`src/rtl/bgs_pkg.sv`:
```
package bgs_pkg;
   localparam int PAL_W  = 2;
   localparam int PLANES = 2;

   // Pick one 2-bit palette field out of an attribute byte by quadrant.
   function automatic logic [PAL_W-1:0] quad_pick(input logic [7:0] ab,
                                                  input logic cx,
                                                  input logic cy);
      logic [PAL_W-1:0] r;
      unique case ({cy, cx})
         2'b00:   r = ab[1:0];
         2'b01:   r = ab[3:2];
         2'b10:   r = ab[5:4];
         default: r = ab[7:6];
      endcase
      return r;
   endfunction
endpackage

```
`src/rtl/bgs_timing.sv`:
```
module bgs_timing #(
   parameter int TILE_W        = 8,
   parameter int DOT_W         = 9,
   parameter int SHIFT_A_FIRST = 2,
   parameter int SHIFT_A_LAST  = 257,
   parameter int SHIFT_B_FIRST = 322,
   parameter int SHIFT_B_LAST  = 337,
   parameter int LOAD_A_FIRST  = 9,
   parameter int LOAD_B_FIRST  = 329
) (
   input  logic             clk,
   input  logic             rst_n,
   input  logic             render_en,
   input  logic [DOT_W-1:0] dot,
   output logic             shift_en,
   output logic             load_en
);
   localparam int PH_W = $clog2(TILE_W);
   localparam logic [DOT_W-1:0] SA_F = DOT_W'(SHIFT_A_FIRST);
   localparam logic [DOT_W-1:0] SA_L = DOT_W'(SHIFT_A_LAST);
   localparam logic [DOT_W-1:0] SB_F = DOT_W'(SHIFT_B_FIRST);
   localparam logic [DOT_W-1:0] SB_L = DOT_W'(SHIFT_B_LAST);
   localparam logic [DOT_W-1:0] LA_F = DOT_W'(LOAD_A_FIRST);
   localparam logic [DOT_W-1:0] LB_F = DOT_W'(LOAD_B_FIRST);
   localparam logic [PH_W-1:0]  PHASE = PH_W'(LOAD_A_FIRST % TILE_W);

   if (LOAD_A_FIRST % TILE_W != LOAD_B_FIRST % TILE_W) begin : g_bad_phase
      $error("reload windows must share one tile phase");
   end
   if (LOAD_A_FIRST < SHIFT_A_FIRST || LOAD_B_FIRST < SHIFT_B_FIRST) begin : g_bad_win
      $error("reload windows must lie inside shift windows");
   end

   logic in_a, in_b, on_phase;
   always_comb begin
      in_a     = (dot >= SA_F) && (dot <= SA_L);
      in_b     = (dot >= SB_F) && (dot <= SB_L);
      on_phase = (dot[PH_W-1:0] == PHASE);
      shift_en = render_en && (in_a || in_b);
      load_en  = render_en && on_phase &&
                 (((dot >= LA_F) && (dot <= SA_L)) || ((dot >= LB_F) && (dot <= SB_L)));
   end

   // every reload dot is also a shift dot, so the upper byte always advances
   assert_reload_in_window_R3: assert property (@(posedge clk) disable iff (!rst_n)
      load_en |-> shift_en);
   // nothing moves while rendering is off
   assert_idle_when_off_R2: assert property (@(posedge clk) disable iff (!rst_n)
      !render_en |-> !shift_en && !load_en);
endmodule

```
`src/rtl/bgs_plane.sv`:
```
module bgs_plane #(
   parameter int W  = 16,
   parameter int LW = 8
) (
   input  logic          clk,
   input  logic          rst_n,
   input  logic          shift,
   input  logic          load,
   input  logic          sin,
   input  logic [LW-1:0] ld_data,
   output logic [W-1:0]  q
);
   if (LW < 1 || LW >= W) begin : g_bad_w
      $error("plane load width must be between 1 and W-1");
   end

   logic [W-1:0] nxt;
   always_comb begin
      nxt = q;
      if (shift) nxt = {q[W-2:0], sin};
      if (load)  nxt[LW-1:0] = ld_data;
   end

   always_ff @(posedge clk or negedge rst_n) begin
      if (!rst_n) q <= '0;
      else        q <= nxt;
   end

   // without shift or reload the plane holds
   assert_plane_hold_R2: assert property (@(posedge clk) disable iff (!rst_n)
      !shift && !load |=> $stable(q));
   // a reload never disturbs the upper part beyond the one-step shift
   assert_upper_kept_R3: assert property (@(posedge clk) disable iff (!rst_n)
      load && !shift |=> q[W-1:LW] == $past(q[W-1:LW]));
endmodule

```
`src/rtl/bgs_tap.sv`:
```
module bgs_tap #(
   parameter int W      = 16,
   parameter int SEL_W  = 3,
   parameter int OFFSET = 0
) (
   input  logic [W-1:0]     vec,
   input  logic [SEL_W-1:0] sel,
   output logic             bit_o
);
   localparam int NSEL = 1 << SEL_W;
   if (W - 1 - OFFSET - (NSEL - 1) < 0) begin : g_bad_tap
      $error("tap range exceeds vector");
   end

   always_comb begin
      bit_o = 1'b0;
      for (int i = 0; i < NSEL; i++) begin
         if (sel == SEL_W'(i)) bit_o = vec[W-1-OFFSET-i];
      end
   end
endmodule

```
`src/rtl/bg_fine_shifter.sv`:
```
module bg_fine_shifter import bgs_pkg::*; #(
   parameter int TILE_W        = 8,
   parameter int DOT_W         = 9,
   parameter int SHIFT_A_FIRST = 2,
   parameter int SHIFT_A_LAST  = 257,
   parameter int SHIFT_B_FIRST = 322,
   parameter int SHIFT_B_LAST  = 337,
   parameter int LOAD_A_FIRST  = 9,
   parameter int LOAD_B_FIRST  = 329,
   localparam int FX_W         = $clog2(TILE_W)
) (
   input  logic              clk,
   input  logic              rst_n,
   input  logic              render_en,
   input  logic [DOT_W-1:0]  dot,
   input  logic [FX_W-1:0]   fine_x,
   input  logic [TILE_W-1:0] pat_lo,
   input  logic [TILE_W-1:0] pat_hi,
   input  logic [7:0]        attr_byte,
   input  logic              coarse_x1,
   input  logic              coarse_y1,
   output logic [1:0]        pix_idx,
   output logic [PAL_W-1:0]  pix_pal
);
   localparam int SHIFT_W = 2 * TILE_W;

   if (TILE_W < 2 || (TILE_W & (TILE_W - 1)) != 0) begin : g_bad_tile
      $error("TILE_W must be a power of two of at least 2");
   end
   if ((1 << DOT_W) <= SHIFT_B_LAST) begin : g_bad_dot
      $error("DOT_W too narrow for the dot range");
   end

   logic shift_en, load_en;

   bgs_timing #(
      .TILE_W(TILE_W), .DOT_W(DOT_W),
      .SHIFT_A_FIRST(SHIFT_A_FIRST), .SHIFT_A_LAST(SHIFT_A_LAST),
      .SHIFT_B_FIRST(SHIFT_B_FIRST), .SHIFT_B_LAST(SHIFT_B_LAST),
      .LOAD_A_FIRST(LOAD_A_FIRST), .LOAD_B_FIRST(LOAD_B_FIRST)
   ) u_timing (
      .clk(clk), .rst_n(rst_n), .render_en(render_en), .dot(dot),
      .shift_en(shift_en), .load_en(load_en)
   );

   // Palette latch: one tile's palette select, refreshed at each reload
   logic [PAL_W-1:0] pal_latch;
   always_ff @(posedge clk or negedge rst_n) begin
      if (!rst_n)       pal_latch <= '0;
      else if (load_en) pal_latch <= quad_pick(attr_byte, coarse_x1, coarse_y1);
   end

   logic [PLANES-1:0][TILE_W-1:0]  pat_in;
   logic [PLANES-1:0][SHIFT_W-1:0] pq;
   logic [PLANES-1:0][TILE_W-1:0]  aq;
   logic [PLANES-1:0]              idx_bit, pal_bit, below_bit;

   assign pat_in[0] = pat_lo;
   assign pat_in[1] = pat_hi;

   for (genvar p = 0; p < PLANES; p++) begin : g_plane
      bgs_plane #(.W(SHIFT_W), .LW(TILE_W)) u_pat (
         .clk(clk), .rst_n(rst_n), .shift(shift_en), .load(load_en),
         .sin(1'b0), .ld_data(pat_in[p]), .q(pq[p])
      );
      bgs_plane #(.W(TILE_W), .LW(1)) u_attr (
         .clk(clk), .rst_n(rst_n), .shift(shift_en), .load(1'b0),
         .sin(pal_latch[p]), .ld_data(1'b0), .q(aq[p])
      );
      bgs_tap #(.W(SHIFT_W), .SEL_W(FX_W), .OFFSET(0)) u_tap_pat (
         .vec(pq[p]), .sel(fine_x), .bit_o(idx_bit[p])
      );
      bgs_tap #(.W(TILE_W), .SEL_W(FX_W), .OFFSET(0)) u_tap_attr (
         .vec(aq[p]), .sel(fine_x), .bit_o(pal_bit[p])
      );
      bgs_tap #(.W(SHIFT_W), .SEL_W(FX_W), .OFFSET(1)) u_tap_below (
         .vec(pq[p]), .sel(fine_x), .bit_o(below_bit[p])
      );
   end

   assign pix_idx = {idx_bit[1], idx_bit[0]};
   assign pix_pal = {pal_bit[1], pal_bit[0]};

   // rendering off freezes every stored bit
   assert_frozen_when_off_R2: assert property (@(posedge clk) disable iff (!rst_n)
      !render_en |=> $stable(pq) && $stable(aq) && $stable(pal_latch));
   // reloaded bytes land in the lower half of the pattern planes
   assert_reload_lands_R3: assert property (@(posedge clk) disable iff (!rst_n)
      load_en |=> pq[0][TILE_W-1:0] == $past(pat_lo) && pq[1][TILE_W-1:0] == $past(pat_hi));
   // after a shift at unchanged scroll, the output is the bit that sat one tap lower
   assert_tap_advances_R4: assert property (@(posedge clk) disable iff (!rst_n)
      shift_en |=> (fine_x != $past(fine_x)) || (pix_idx == $past(below_bit)));
   // each shift pushes the latched palette into the attribute shifters
   assert_pal_feed_R8: assert property (@(posedge clk) disable iff (!rst_n)
      shift_en |=> aq[0][0] == $past(pal_latch[0]) && aq[1][0] == $past(pal_latch[1]));
endmodule

```
`config.mk`:
```
export PLATFORM = sky130hd
export DESIGN_NAME = bg_fine_shifter
export DESIGN_NICKNAME = d
export VERILOG_FILES = /design/src/rtl/bgs_pkg.sv /design/src/rtl/bgs_timing.sv /design/src/rtl/bgs_plane.sv /design/src/rtl/bgs_tap.sv /design/src/rtl/bg_fine_shifter.sv
export SDC_FILE = /design/constraint.sdc
export NUM_CORES = 1
export LEC_CHECK = 0
export ABC_AREA = 1
export BUFFER_PORTS_ARGS = -buffer_cell sky130_fd_sc_hd__clkbuf_2
export CAP_MARGIN = 20
export CORE_AREA = 2 2 77 116
export CTS_BUF_LIST = sky130_fd_sc_hd__clkbuf_8
export CTS_CLUSTER_SIZE = 20
export DETAILED_ROUTE_END_ITERATION = 16
export DIE_AREA = 0 0 79 118
export HOLD_SLACK_MARGIN = 0.15
export PLACE_DENSITY = 0.54
export SLEW_MARGIN = 25
export SYNTH_ARGS = -nofsm -noshare
export SYNTH_HDL_FRONTEND = slang
export SYNTH_HIERARCHICAL = 1
export SYNTH_SLANG_ARGS = --single-unit
```
`constraint.sdc`:
```
create_clock -name clk -period 1.9 [get_ports clk]
set_input_delay 0 -clock clk [delete_from_list [all_inputs] [get_ports clk]]
set_output_delay 0 -clock clk [all_outputs]
set_load 0.05 [all_outputs]
```
==> results of run 1 <==
cells by family after synthesis:
family	Yosys count
AOI/OAI and AO/OA	38
and+or+nand+nor	251
buffers and inverters	61
other	1
DFF	50
cells in the final DEF (no fill, tap or decap), types with 3 or more instances in the layout:
cell type,n
dlygate4sd3_1,25
conb_1,8
clkbuf_2,44
nand4_1,9
inv_1,41
dfrtp_1,50
nand3_1,12
nand2_1,194
nand3_2,3
nor2_1,23
inv_2,9
clkbuf_8,6
o21ai_1,7
o21ai_0,24
where the power goes:
part           switching (W)  internal [W]
sequential          0.000147       0.00130
combinational       0.000425      0.000289
clock               0.000361      0.000293
total               0.000932       0.00189
metal layers:
| metal | share of wire | global-route usage | up-vias |
|---|---|---|---|
| li1 | - | - | 1382 |
| met1 | 0.44 | 0.171 | 1172 |
| met2 | 0.51 | 0.259 | 32 |
| met3 | 0.026 | 0.0238 | 7 |
| met4 | 0.016 | 0.0528 | 0 |
| met5 | 0 | 0 | - |
area by class of cell:
class                      count  area share
clock buffer                   6      0.0232
tap                          107      0.0376
inverter                      55      0.0661
sequential                    50       0.351
clock inverter                 2     0.00351
timing repair buffer          73       0.148
multi-input combinational    297       0.371
registers in the layout (all words and copies together), names as in the netlist:
signal / flops
g_plane.u_pat/q: 32
g_plane.u_attr/q: 16
pal_latch: 2
cells in the mapped netlist (all sizes together):
| cell | count | area, sq um |
|---|---|---|
| dfrtp | 50 | 1250 |
| nand3 | 15 | 90.1 |
| a21oi | 3 | 18.8 |
| o21bai | 1 | 7.51 |
| buf | 6 | 60.1 |
| inv | 54 | 218 |
| o21ai | 33 | 173 |
| nand3b | 1 | 7.51 |
| nor2 | 28 | 153 |
| nand4 | 9 | 56.3 |
| a21boi | 1 | 11.3 |
| bufinv | 1 | 17.5 |
| conb | 1 | 3.75 |
| nand2 | 198 | 763 |
per-stage QoR:
step | hold slack, ps | setup slack, ps | total power (W)
after global placement | 47.9 | 436 | 0.00215
after detailed placement | 50.7 | 404 | 0.00216
after global routing | 276 | 14.9 | 0.00307
after floorplan | -296 | 687 | 0.00194
final | 229 | 141 | 0.00282
after CTS | 245 | 145 | 0.00289
critical path, stage by stage:
cell           delay, ps
dlygate4sd3_1        530
clkbuf_2             100
nor2_1                90
dlygate4sd3_1        550
nor2_1                40
nand2_1               50
dlygate4sd3_1        540
nand2_1               50
how the worst max path moves through the flow:
| stage | start | endpoint | slack (ps) | depth (start not counted) |
|---|---|---|---|---|
| after floorplan | g_plane[0].u_pat/q[10] | pix_idx[0] | 690 | 6 |
| after global placement | dot[1] | pal_latch[0] | 440 | 11 |
| after detailed placement | dot[1] | pal_latch[1] | 400 | 11 |
| after CTS | attr_byte[7] | pal_latch[1] | 150 | 8 |
| after global routing | dot[1] | pal_latch[1] | 10 | 12 |
| final | attr_byte[7] | pal_latch[1] | 140 | 8 |
what timing repair did:
| action | in CTS | in global routing |
|---|---|---|
| gates resized for setup | 0 | 1 |
| endpoints found under the hold margin | 38 | 0 |
| hold buffers | 25 | 0 |
| buffers inserted | 0 | 0 |
| setup endpoints to repair | 0 | 1 |
==> results.cfg, run 1 <==
[synth]
synthAdderAreaFrac = 0
synth-seq-cells = 50
ys_types = 26
ys_seq_area_frac = 0.442
ys_warn_count = 6
syn_area_per_cell_sq_um = 7.06
synth-xor-area-share = 0
synth_top_family_by_area = simple AND/OR/NAND/NOR gates
synth_mux_area_frac = 0
synth_simple_gate_area_frac = 0.378
synth_compound_gate_area_share = 0.0743
syn_area_sq_um = 2830
syn_inst = 401

[die]
num_rows = 41
die_h_um = 118
start_util = 0.341
fp.dieArea_sq_um = 9320
io-pin-count = 45
placeableCoreArea_sq_um = 8310
die_x_um = 79

[route]
ant_nets = 0
wirelength_mm = 5.99
via_per_inst = 4.39
vias = 2593
firstDrtPassIters = 5
drt_iter0_markers = 107
drcViolationCount = 0
post_drt_wl_per_cell_um = 10.1

[cts]
numCtsBuffers = 5
cts_tree = done
clock_latency_ps = 300
clockBufferDepth = 2
cts.sinks = 50
clk_pin_slew_ps = 90
root_buffer = clkbuf_8
htreeDepth = 2

[final_layout]
layout.nets = 523
stdcell_count = 590
drive_gt1_frac = 0.178
diodes = 0
fin_util = 0.428
seqCellArea_sq_um = 1250
multi_input_area_sq_um = 1320
syn_to_final_growth_pct = 25.8
fin_area_sq_um = 3560
nFillCells = 875

[placement]
dp_hpwl_mm = 4.22
dp.cells = 557
io_buffers = 44
place_area_sq_um = 3210
gp_congestion = 0.842

[global_route]
grt-ovfl-total = 0
grt_pass1_wl_mm = 11.1
grt_max_degree = 39
grt_pass1_vias = 2557
grt_util_all_layers = 0.145
antenna_found_initial = 0

[pwr]
powerDensity_nw_per_um2 = 791
peakVddDrop_v = 0.000335
power_leakage_nw = 1.90

[run_status]
status = finished clean

[critical_path]
arrival_ps = 1960
reg2reg_depth = 4
critPathRequiredTime_ps = 2100
endpoint_kind = flop
startpoint_type = primary input
critPathKind = in2reg
r2r-end = g_plane[0].u_attr/q[0]
worstReg2RegStart = g_plane[0].u_attr/q[0]
worstPathMaxFanout = 1
reg2reg_slack_ps = 1160

[worst_hold_path]
hold_class = in2async

[sta]
min_period_ps = 1760
final_max_slew_viol_count = 0
hold_violations = 0
slew-limit-headroom = 0.595
min_period_over_period = 0.926
max_freq_ghz = 0.569
clock_skew_ps = 5.00
worst_pin_slew_ps = 608
setup_viol = 0
rsz0062_at_grt = false
tns_ps = 0

[job]
max_cap_viol_count = 0
Note: power is estimated with default switching activity, not from simulation.
==> run 2, diff against run 1 <==
--- a/config.mk
+++ b/config.mk
@@ -8,13 +8,16 @@
 export ABC_AREA = 1
 export BUFFER_PORTS_ARGS = -buffer_cell sky130_fd_sc_hd__clkbuf_2
 export CAP_MARGIN = 20
+export CELL_PAD_IN_SITES_DETAIL_PLACEMENT = 1
+export CELL_PAD_IN_SITES_GLOBAL_PLACEMENT = 2
 export CORE_AREA = 2 2 77 116
 export CTS_BUF_LIST = sky130_fd_sc_hd__clkbuf_8
 export CTS_CLUSTER_SIZE = 20
 export DETAILED_ROUTE_END_ITERATION = 16
 export DIE_AREA = 0 0 79 118
 export HOLD_SLACK_MARGIN = 0.15
-export PLACE_DENSITY = 0.54
+export PLACE_DENSITY = 0.86
+export SKIP_CTS_REPAIR_TIMING = 1
 export SLEW_MARGIN = 25
 export SYNTH_ARGS = -nofsm -noshare
 export SYNTH_HDL_FRONTEND = slang
==> results.cfg, run 2 (synthesis results as in run 1) <==
[cts]
htreeDepth = 2
cts_tree = done
numCtsBuffers = 5
cts.sinks = 50
clockBufferDepth = 2
clk_pin_slew_ps = 100
root_buffer = clkbuf_8
clock_latency_ps = 320

[sta]
clock_skew_ps = 14.1
min_period_over_period = 0.735
hold_violations = 0
min_period_ps = 1400
max_freq_ghz = 0.716
rsz0062_at_grt = false
setup_viol = 0
worst_pin_slew_ps = 651
slew-limit-headroom = 0.566
final_max_slew_viol_count = 0
tns_ps = 0

[global_route]
grtUsageMet3 = 0.0276
grt_max_degree = 51
grt.busiest_layer = met2
antenna_found_initial = 0
grt_util_all_layers = 0.159
grt_pass1_vias = 2786
grt_use_met2 = 0.288
use_met1 = 0.180
grt-ovfl-total = 0
grt_pass1_wl_mm = 11.9

[die]
die_h_um = 118
die_x_um = 79
num_rows = 41
io-pin-count = 45
start_util = 0.341
placeableCoreArea_sq_um = 8310
fp.dieArea_sq_um = 9320

[final_layout]
layout.nets = 520
syn_to_final_growth_pct = 24.6
largest_register_ffs = 32
nFillCells = 1117
regMostFlops = g_plane.u_pat/q
drive_gt1_frac = 0.175
layout_common_cells = nand2_1 (194), dfrtp_1 (50), clkbuf_2 (44)
top_regs = g_plane.u_pat/q x32, g_plane.u_attr/q x16, pal_latch x2
diodes = 0
layout_commonest_cell = nand2_1

[route]
firstDrtPassIters = 4
drt_iter0_markers = 116
ant_nets = 0
post_drt_wl_per_cell_um = 11.8
via_per_inst = 4.53
vias = 2658
drcViolationCount = 0
wirelength_mm = 6.93

[critical_path]
startpoint_type = flop
worstSetupStartpoint = g_plane[0].u_pat/q[14]
endpoint_kind = primary output
critPathRequiredTime_ps = 1900
worstPathMaxFanout = 3
reg2reg_depth = 4
worstReg2RegStart = g_plane[1].u_attr/q[0]
critPathKind = reg2out
arrival_ps = 1400

[pwr]
combPwrFrac = 0.258
pwr-share-seq = 0.516
power_leakage_nw = 1.88
p_int_w = 0.00185
power_frac_clock = 0.226
switching_share = 0.345
p_total_w = 0.00283
power_switching_w = 0.000975
powerDensity_nw_per_um2 = 802
peakVddDrop_v = 0.000340

[run_status]
status = finished clean

[placement]
io_buffers = 44
dp_hpwl_mm = 4.89
gp_congestion = 0.714

[job]
max_cap_viol_count = 0

[worst_hold_path]
hold_class = in2reg
hp-start = coarse_x1
whs_path_depth = 6
## run 2: final timing paths
kind	slack (ps)	end
worst max-delay path	500	pix_idx[0]
worst min-delay path	130	pal_latch[0]
worst max register to register	1150	g_plane[1].u_attr/q[0]
worst min register to register	480	g_plane[0].u_pat/q[15]
max in group asynchronous	1130	g_plane[1].u_attr/q[2]
min in group asynchronous	340	pal_latch[0]
## run 2: per-stage QoR
step | setup slack, ps | instances | util | cell area, sq um | hold WS (ps)
floorplan | 687 | 408 | - | 2860 | -296
global placement | 428 | 556 | 0.386 | 3210 | 167
detailed placement | 343 | 556 | 0.386 | 3210 | 168
CTS | 479 | 564 | 0.397 | 3300 | -181
global route | 379 | 587 | 0.424 | 3530 | 189
finish | 503 | 587 | 0.424 | 3530 | 134
## run 2: critical path, stage by stage, from the launching register on
cell      delay (ps)
dfrtp_1          400
inv_1             50
nand2_1           70
nand3_1           60
nand2_1           60
nor2_1            40
nor2_1           110
clkbuf_2         290
## run 2: area by class of cell
class                   count  area, sq um  share of cell area
multi-input cells         297         1320               0.374
flip-flops and latches     50         1250               0.355
repair buffers             70          498               0.141
inverters                  55          235              0.0667
well taps                 107          134              0.0380
clock buffers               5         68.8              0.0195
clock inverters             3         21.3             0.00603
## run 2: routing by layer
| layer | part of all wire | vias to the layer above |
|---|---|---|
| met1 | 0.41 | 1253 |
| met5 | 0 | - |
| li1 | - | 1367 |
| met2 | 0.55 | 31 |
| met3 | 0.024 | 7 |
| met4 | 0.016 | 0 |
## run 2: power by group through the flow
stage | Sequential, W | Combinational [W] | Clock, W
after floorplan | 0.00143 | 0.000510 | 0
after global placement | 0.00147 | 0.000679 | 0
after detailed placement | 0.00148 | 0.000701 | 0
final | 0.00146 | 0.000730 | 0.000638
after global routing | 0.00149 | 0.000858 | 0.000721
after CTS | 0.00146 | 0.000704 | 0.000675
==> run 3, diff against run 2 <==
--- a/config.mk
+++ b/config.mk
@@ -10,13 +10,13 @@
 export CAP_MARGIN = 20
 export CELL_PAD_IN_SITES_DETAIL_PLACEMENT = 1
 export CELL_PAD_IN_SITES_GLOBAL_PLACEMENT = 2
-export CORE_AREA = 2 2 77 116
+export CORE_AREA = 2 2 79 119
 export CTS_BUF_LIST = sky130_fd_sc_hd__clkbuf_8
 export CTS_CLUSTER_SIZE = 20
 export DETAILED_ROUTE_END_ITERATION = 16
-export DIE_AREA = 0 0 79 118
+export DIE_AREA = 0 0 81 121
 export HOLD_SLACK_MARGIN = 0.15
-export PLACE_DENSITY = 0.86
+export PLACE_DENSITY = 0.82
 export SKIP_CTS_REPAIR_TIMING = 1
 export SLEW_MARGIN = 25
 export SYNTH_ARGS = -nofsm -noshare
==> constraint.sdc (replaced) <==
create_clock -name clk -period 1.4 [get_ports clk]
set_input_delay 0 -clock clk [delete_from_list [all_inputs] [get_ports clk]]
set_output_delay 0 -clock clk [all_outputs]
set_load 0.05 [all_outputs]
==> results.cfg, run 3 (synthesis results as in run 1) <==
[run_status]
status = finished clean

[critical_path]
startpoint_type = primary input
arrival_ps = 1500
endpoint_kind = flop
critPathRequiredTime_ps = 1600
slowest_stage = dlygate4sd3_1
critPathKind = in2reg
crit_chain = dlygate4sd3_1 > clkbuf_2 > o21ai_0 > dlygate4sd3_1 > nand3_1 > nand2_1 > nand2_1
worstPathMaxFanout = 1
slowest_delay_ps = 560

[die]
io-pin-count = 45
placeableCoreArea_sq_um = 8720
die_h_um = 121
start_util = 0.324
fp.dieArea_sq_um = 9800
die_x_um = 81
num_rows = 42

[final_layout]
fin_util = 0.424
regMostFlops = g_plane.u_pat/q
diodes = 0
layout.nets = 534
top_regs = g_plane.u_pat/q x32, g_plane.u_attr/q x16, pal_latch x2
fin_area_sq_um = 3700
syn_to_final_growth_pct = 30.7
largest_register_ffs = 32
drive_gt1_frac = 0.192
nFillCells = 1154
layout_commonest_cell = nand2_1
layout_common_cells = nand2_1 (194), dfrtp_1 (50), inv_1 (41)

[pwr]
powerDensity_nw_per_um2 = 1100
peakVddDrop_v = 0.000580
p_total_w = 0.00408
power_leakage_nw = 1.97

[sta]
hold_violations = 0
setup_viol = 0
min_period_ps = 1300
rsz0062_at_grt = true
max_freq_ghz = 0.766
clock_skew_ps = 7.66
final_max_slew_viol_count = 0
min_period_over_period = 0.932

[job]
max_cap_viol_count = 0

[global_route]
antenna_found_initial = 0
grt_pass1_wl_mm = 12.0
grt-ovfl-total = 0
grt_pass1_vias = 2788
grtUsageMet3 = 0.0231
grt.busiest_layer = met2
grt_max_degree = 51
use_met1 = 0.170
grt_use_met2 = 0.289
grt_util_all_layers = 0.154

[cts]
clk_pin_slew_ps = 90
numCtsBuffers = 5
cts.sinks = 50
clock_latency_ps = 310
root_buffer = clkbuf_8
cts_tree = done
clockBufferDepth = 2
htreeDepth = 2

[route]
drt_iter0_markers = 69
post_drt_wl_per_cell_um = 11.9
firstDrtPassIters = 4
via_per_inst = 4.58
drcViolationCount = 0
vias = 2768
wirelength_mm = 7.16
ant_nets = 0

[placement]
place_area_sq_um = 3280
gp_congestion = 0.793
io_buffers = 44
dp_hpwl_mm = 5.07

[worst_hold_path]
hold_class = in2reg
-- run 3: changes by cell type in the layout (fill, tap and decap cells not counted) --
cell	previous run	this run
bufinv_16	0	1
clkinv_4	1	0
buf_4	1	11
clkbuf_4	0	1
clkbuf_2	44	40
buf_6	0	3
inv_6	2	3
clkinvlp_4	1	0
dlygate4sd3_1	23	26
buf_12	2	3
-- run 3: worst paths after layout --
path	slack [ps]	start	to	depth (start not counted)
setup / recovery	100	attr_byte[3]	pal_latch[1]	7
setup reg to reg	620	g_plane[0].u_pat/q[10]	g_plane[0].u_pat/q[10]	3
max in group asynchronous	950	rst_n	g_plane[0].u_attr/q[7]	3
hold / removal	150	coarse_x1	pal_latch[1]	6
min in group asynchronous	200	rst_n	g_plane[1].u_pat/q[0]	3
hold reg to reg	470	g_plane[0].u_attr/q[7]	g_plane[0].u_attr/q[7]	2
-- run 3: area by class of cell --
cell class / count / area (sq um) / share of cell area
Multi-Input combinational cell: 297 / 1320 / 0.356
Inverter: 55 / 235 / 0.0636
Clock inverter: 3 / 43.8 / 0.0118
Tap cell: 110 / 138 / 0.0372
Sequential cell: 50 / 1250 / 0.338
Clock buffer: 5 / 68.8 / 0.0186
Timing Repair Buffer: 84 / 644 / 0.174
-- run 3: power breakdown --
| group | switching, W | leakage [nW] | internal [W] | total [W] |
|---|---|---|---|---|
| Clock | 0.000497 | 0.0585 | 0.000536 | 0.00103 |
| Sequential | 0.000201 | 0.654 | 0.00177 | 0.00197 |
| Combinational | 0.000625 | 1.26 | 0.000455 | 0.00108 |
| Total | 0.00132 | 1.97 | 0.00276 | 0.00408 |
-- run 3: layer usage --
metal / vias up / share of wire
met5: - / 0
met4: 0 / 0.025
met3: 15 / 0.023
met2: 46 / 0.56
met1: 1310 / 0.39
li1: 1397 / -
-- run 3: through the flow --
| stage | hold WS [ps] | instances | setup WS [ps] | TNS, ps |
|---|---|---|---|---|
| 2_1_floorplan | -296 | 408 | 187 | 0 |
| 4_1_cts | -325 | 575 | -20.0 | -20.0 |
| 6_report | 147 | 604 | 95.0 | 0 |
| 3_5_place_dp | 22.6 | 567 | -120 | -3380 |
| 5_1_grt | 168 | 604 | -27.8 | -54.3 |
| 3_3_place_gp | 20.3 | 567 | -23.1 | -333 |
-- run 3: worst max-delay path: cells and delay by family --
kind | cells | cell delay (ps)
simple gates | 3 | 170
buf+inv | 3 | 1210
compound gates | 1 | 120
